===== src/rtl/prio_vec_intc.sv =====
module prio_vec_intc #(
  parameter int NUM_SRC    = 16,
  parameter int PRIO_W     = 3,
  parameter int NEST_DEPTH = 8,
  parameter int BASE_W     = 16
) (
  input  logic                      clk,
  input  logic                      rst_n,
  input  logic [NUM_SRC-1:0]        irq_pend,
  input  logic [NUM_SRC-1:0]        irq_mask,
  input  logic [NUM_SRC-1:0]        fiq_pend,
  input  logic [NUM_SRC-1:0]        fiq_mask,
  input  logic [NUM_SRC*PRIO_W-1:0] src_prio,
  input  logic [BASE_W-1:0]         vec_base,
  input  logic [1:0]                vec_on,
  input  logic                      irq_ack,
  input  logic                      irq_eos,
  input  logic                      fiq_ack,
  input  logic                      fiq_eos,
  output logic                      irq_req,
  output logic [31:0]               irq_vec,
  output logic                      fiq_req,
  output logic [31:0]               fiq_vec,
  output logic                      irq_ovf,
  output logic                      fiq_ovf
);
  localparam int LVL_W = $clog2((1 << PRIO_W) + 1);
  localparam int DEP_W = $clog2(NEST_DEPTH + 1);
  localparam int SP_W  = $clog2(NEST_DEPTH);
  localparam int IDX_W = $clog2(NUM_SRC);

  logic [NUM_SRC-1:0] act [2];
  logic [1:0] ack, eos, raw_req, req_out, busy, ovf;
  logic [31:0] vec [2];

  assign act[0] = irq_pend & irq_mask;
  assign act[1] = fiq_pend & fiq_mask;
  assign ack = {fiq_ack, irq_ack};
  assign eos = {fiq_eos, irq_eos};

  assign req_out[1] = raw_req[1];
  assign req_out[0] = raw_req[0] & ~raw_req[1] & ~busy[1];

  assign irq_req = req_out[0];
  assign fiq_req = req_out[1];
  assign irq_vec = vec[0];
  assign fiq_vec = vec[1];
  assign irq_ovf = ovf[0];
  assign fiq_ovf = ovf[1];

  for (genvar c = 0; c < 2; c++) begin : g_cls
    logic [LVL_W-1:0] best;
    logic [IDX_W-1:0] win;
    logic [LVL_W-1:0] lvl_q;
    logic [DEP_W-1:0] dep_q;
    logic [DEP_W-1:0] dep_m1;
    logic [LVL_W-1:0] stk_q [NEST_DEPTH];
    logic             ovf_q;
    logic             take, pop;

    always_comb begin
      best = '0;
      win  = '0;
      for (int i = NUM_SRC - 1; i >= 0; i--) begin
        if (act[c][i] && (LVL_W'(src_prio[i*PRIO_W +: PRIO_W]) + LVL_W'(1)) >= best) begin
          best = LVL_W'(src_prio[i*PRIO_W +: PRIO_W]) + LVL_W'(1);
          win  = IDX_W'(i);
        end
      end
    end

    always_comb begin
      vec[c] = '0;
      if (vec_on[c] && |act[c]) begin
        vec[c][7 +: BASE_W] = vec_base;
        vec[c][2 +: 5]      = 5'(win);
      end
    end

    assign raw_req[c] = vec_on[c] ? (best > lvl_q) : |act[c];
    assign busy[c]    = |dep_q;
    assign ovf[c]     = ovf_q;
    assign dep_m1     = dep_q - DEP_W'(1);
    assign take       = vec_on[c] & ack[c] & req_out[c];
    assign pop        = eos[c] & |dep_q;

    always_ff @(posedge clk) begin
      if (!rst_n) begin
        lvl_q <= '0;
        dep_q <= '0;
        ovf_q <= 1'b0;
        for (int k = 0; k < NEST_DEPTH; k++) stk_q[k] <= '0;
      end else if (take && pop) begin
        lvl_q <= best;
      end else if (take) begin
        if (dep_q == DEP_W'(NEST_DEPTH)) begin
          ovf_q <= 1'b1;
        end else begin
          stk_q[dep_q[SP_W-1:0]] <= lvl_q;
          dep_q <= dep_q + DEP_W'(1);
          lvl_q <= best;
        end
      end else if (pop) begin
        lvl_q <= stk_q[dep_m1[SP_W-1:0]];
        dep_q <= dep_m1;
      end
    end
  end
endmodule


===== config.mk =====
export PLATFORM = sky130hd
export DESIGN_NAME = prio_vec_intc
export DESIGN_NICKNAME = d
export VERILOG_FILES = /design/src/rtl/prio_vec_intc.sv
export SDC_FILE = /design/constraint.sdc
export NUM_CORES = 1
export LEC_CHECK = 0
export BUFFER_PORTS_ARGS = -buffer_cell sky130_fd_sc_hd__buf_4
export CAP_MARGIN = 20
export CORE_ASPECT_RATIO = 0.7
export CORE_MARGIN = 8
export CORE_UTILIZATION = 30
export DETAILED_ROUTE_END_ITERATION = 16
export PLACE_DENSITY = 0.56
export SLEW_MARGIN = 40
export SYNTH_ARGS = -nofsm -noshare
export SYNTH_HDL_FRONTEND = slang
export SYNTH_SLANG_ARGS = --single-unit

===== constraint.sdc =====
create_clock -name clk -period 32.7 [get_ports clk]
set_input_delay 1.635 -clock clk [delete_from_list [all_inputs] [get_ports clk]]
set_output_delay 1.635 -clock clk [all_outputs]
set_load 0.02 [all_outputs]

==> flow_summary.yaml <==
routing:
  via_per_inst: 5.64
  ant_nets: 0
  route.detailed.drc: 0
  wl_per_cell_um: 19.3
  vias: 11500
  drt_iter0_markers: 1026
  drtPass1Iterations: 5
  routed_wl_mm: 39.6
setup_path:
  critPathLaunchType: "primary input"
  reg2reg_depth: 13
  crit_path_end_kind: "output pin"
  critical_path_class: "primary input to output pin"
  cpPeakStageDelay_ns: 0.67
  crit_start: "irq_pend[15]"
  crit_top_cell: "ha_1"
  required_ns: 31.06
  critPathArrivalTime_ns: 29.06
  cp_max_fo: 13
  timing.rr.start: "g_cls[1].lvl_q[1]"
  worst_path_max_delay_cell: "or4_1"
die:
  die_width_um: 248
  ios: 204
  start_util_pct: 30.5
  rows: 59
  dieArea_um2: 44300
  die_h_um: 178
  core_area_um2: 37100
clocking:
  ctsHoldBuffers: 0
  cts_made_buffers: 9
  cts_num_sinks: 82
  cts_buffer_depth: 2
  cts_tree: "done"
  root_buffer: "clkbuf_16"
  clock_insertion_delay_worst_skew_ns: 0.36
  cts_max_level: 3
  clkTransAtPathRegs_ns: 0.06
logic_synthesis:
  yosys_warnings: 0
  synthCells: 1410
  synth_edf_count: 64
  seq_area_frac_synth_pct: 20.2
  synth_ff_type: "edfxtp_1"
  synth_seq_cells: 82
  avgSynthCellArea_um2: 8.02
  synth_area_um2: 11300
  yosysUniqueCellTypes: 105
  ys_async_sr_fraction_pct: 0
sta:
  final_hold_viol_count: 0
  rsz0062_at_grt: "false"
  finalClockSkew_ns: 0.00953
  finalMaxSlewViolations: 0
  timing.final.crit_share_pct: 93.9
  clock.fmax_ghz: 0.0326
  setup_viol: 0
  fin_setup_tns_ns: 0
  period_needed_ns: 30.69
  tightest_slew_ns: 0.834
  relSlewSlack_pct: 44.0
power:
  clkPwrFrac_pct: 12.9
  power.switching_uw: 351
  p_comb_share_pct: 67.3
  p_sw_share_pct: 48.4
  leakage_uw: 0.00550
  irDropWorstVdd_mv: 0.0328
  p_seq_share_pct: 19.8
  power.total_uw: 725
  internal_power_uw: 374
  p_per_area_nw_per_um2: 54.3
final_layout:
  drive_above_1_share_pct: 19.9
  area_growth_pct: 18.0
  fin_nets: 1784
  fillers: 3896
placed_design:
  place.gp.congestion: 0.925
  port_buffers: 179
  hpwl_mm: 33.1
run:
  max-cap-violations: 0
run_status:
  status: "finished, final reports clean"
global_routing:
  antenna_found_initial: 2
  grt_max_degree: 29
  grt_pass1_wl_mm: 60.8
  gr-total-overflow: 0
  first_global_vias: 10700
  grtUsageTotal_pct: 17.3
worst_hold_path:
  hold_depth: 1
  min_path_type: "register to register"
  hp-start: "fiq_ovf"
==> cells in the final DEF, fill, tap and decap left out, types with 32 or more instances in the layout <==
master / synthesis / layout
nand2b_1: 37 / 37
and2_1: 57 / 57
inv_1: 63 / 63
nor2_1: 122 / 122
nand3_1: 56 / 54
and3_1: 32 / 32
ha_1: 96 / 96
o21ai_0: 64 / 57
nor3_1: 77 / 77
edfxtp_1: 64 / 64
nand2_1: 104 / 104
a21oi_1: 81 / 81
buf_4: 25 / 182
==> final timing paths <==
path | slack [ns] | to
min | 0.47 | fiq_ovf
max reg2reg | 28.56 | g_cls[0].stk_q[0][2]
min reg2reg | 0.47 | fiq_ovf
max | 2.01 | irq_req
==> metrics by stage <==
step           cell area, um^2  cells  setup slack, ns  utilization, %  hold WS, ns
2_1_floorplan            11400   1433             4.66               -        0.450
3_3_place_gp             13000   2029             2.06            35.0        0.451
3_5_place_dp             13000   2029             1.67            35.0        0.459
4_1_cts                  13300   2045             1.91            35.7        0.475
5_1_grt                  13300   2047            0.133            35.9        0.498
6_report                 13300   2047             2.01            35.9        0.474
==> cell usage after synthesis (18+ instances only) <==
library cell	number	area share, %
xnor2_1	18	1.4
dfxtp_1	18	3.2
and3_1	32	1.8
o31ai_1	20	1.3
o211ai_1	23	1.5
inv_1	63	2.1
nand2b_1	37	2.0
edfxtp_1	64	17
mux2i_1	21	1.9
nor2_1	122	4.1
clkbuf_1	40	1.3
a31oi_1	20	1.1
a21oi_1	81	3.6
o21ai_0	64	2.8
nor3_1	77	3.4
buf_4	25	1.7
and2_1	57	3.2
mux2_2	24	2.4
nor4_1	21	1.2
nand2_1	104	3.5
nand3_1	56	2.5
ha_1	96	11
==> flip-flops by register name, summed over array words and instances, names as in the netlist <==
name and count:
g_cls.dep_q 8, fiq_ovf 1, g_cls.stk_q 64, irq_ovf 1
g_cls.lvl_q 8
==> cell families (layout without fill, tap and decap cells) <==
family                   Yosys count  count (layout)  share of synthesized area [%]
buffers and inverters            144             268                           5.70
other                              1              26                         0.0332
adder cells (fa/ha/maj)          107             107                           11.6
AND/OR/NAND/NOR                  581             581                           26.3
AO/OA/AOI/OAI                    392             392                           25.0
XOR/XNOR                          35              35                           2.78
multiplexers                      68              68                           8.37
flip-flops                        82              82                           20.2
==> timing repair <==
action                                  in CTS  in global routing
endpoints found under the setup margin       0                 61
setup buffers                                0                  0
resized for setup                            0                 18
==> final cells by class <==
cell class,count,area (um^2),share of cell area (%)
Timing Repair Buffer,182,1370,10.2
Antenna cell,2,5.00,0.0375
Clock buffer,10,229,1.72
Inverter,70,263,1.97
Clock inverter,6,33.8,0.253
Multi-Input combinational cell,1207,8550,64.1
Tap cell,488,611,4.58
Sequential cell,82,2280,17.1
==> per-layer routing <==
layer | vias to the layer above | routed length [um] | share of wire [%] | GRT usage [%]
li1 | 5603 | - | - | -
met1 | 5416 | 19100 | 48 | 25.7
met2 | 484 | 16200 | 41 | 24.5
met3 | 44 | 3170 | 8.0 | 3.19
met4 | 0 | 1110 | 2.8 | 5.59
met5 | - | 0 | 0 | 0
==> critical path: cells and delay by family <==
| family | cells | cell delay (ns) |
|---|---|---|
| mux | 9 | 2.90 |
| simple gates | 47 | 8.63 |
| compound gates | 45 | 9.27 |
| buf+inv | 13 | 1.07 |
| fa+ha+maj | 20 | 5.55 |
==> power groups by stage <==
stage | clock, uW | sequential [uW] | combinational (uW)
2_1_floorplan | 0 | 131 | 366
3_3_place_gp | 0 | 145 | 472
3_5_place_dp | 0 | 145 | 477
4_1_cts | 95.2 | 143 | 480
5_1_grt | 101 | 146 | 541
6_report | 93.4 | 144 | 488
No activity file was read; power rests on OpenSTA's default activity.
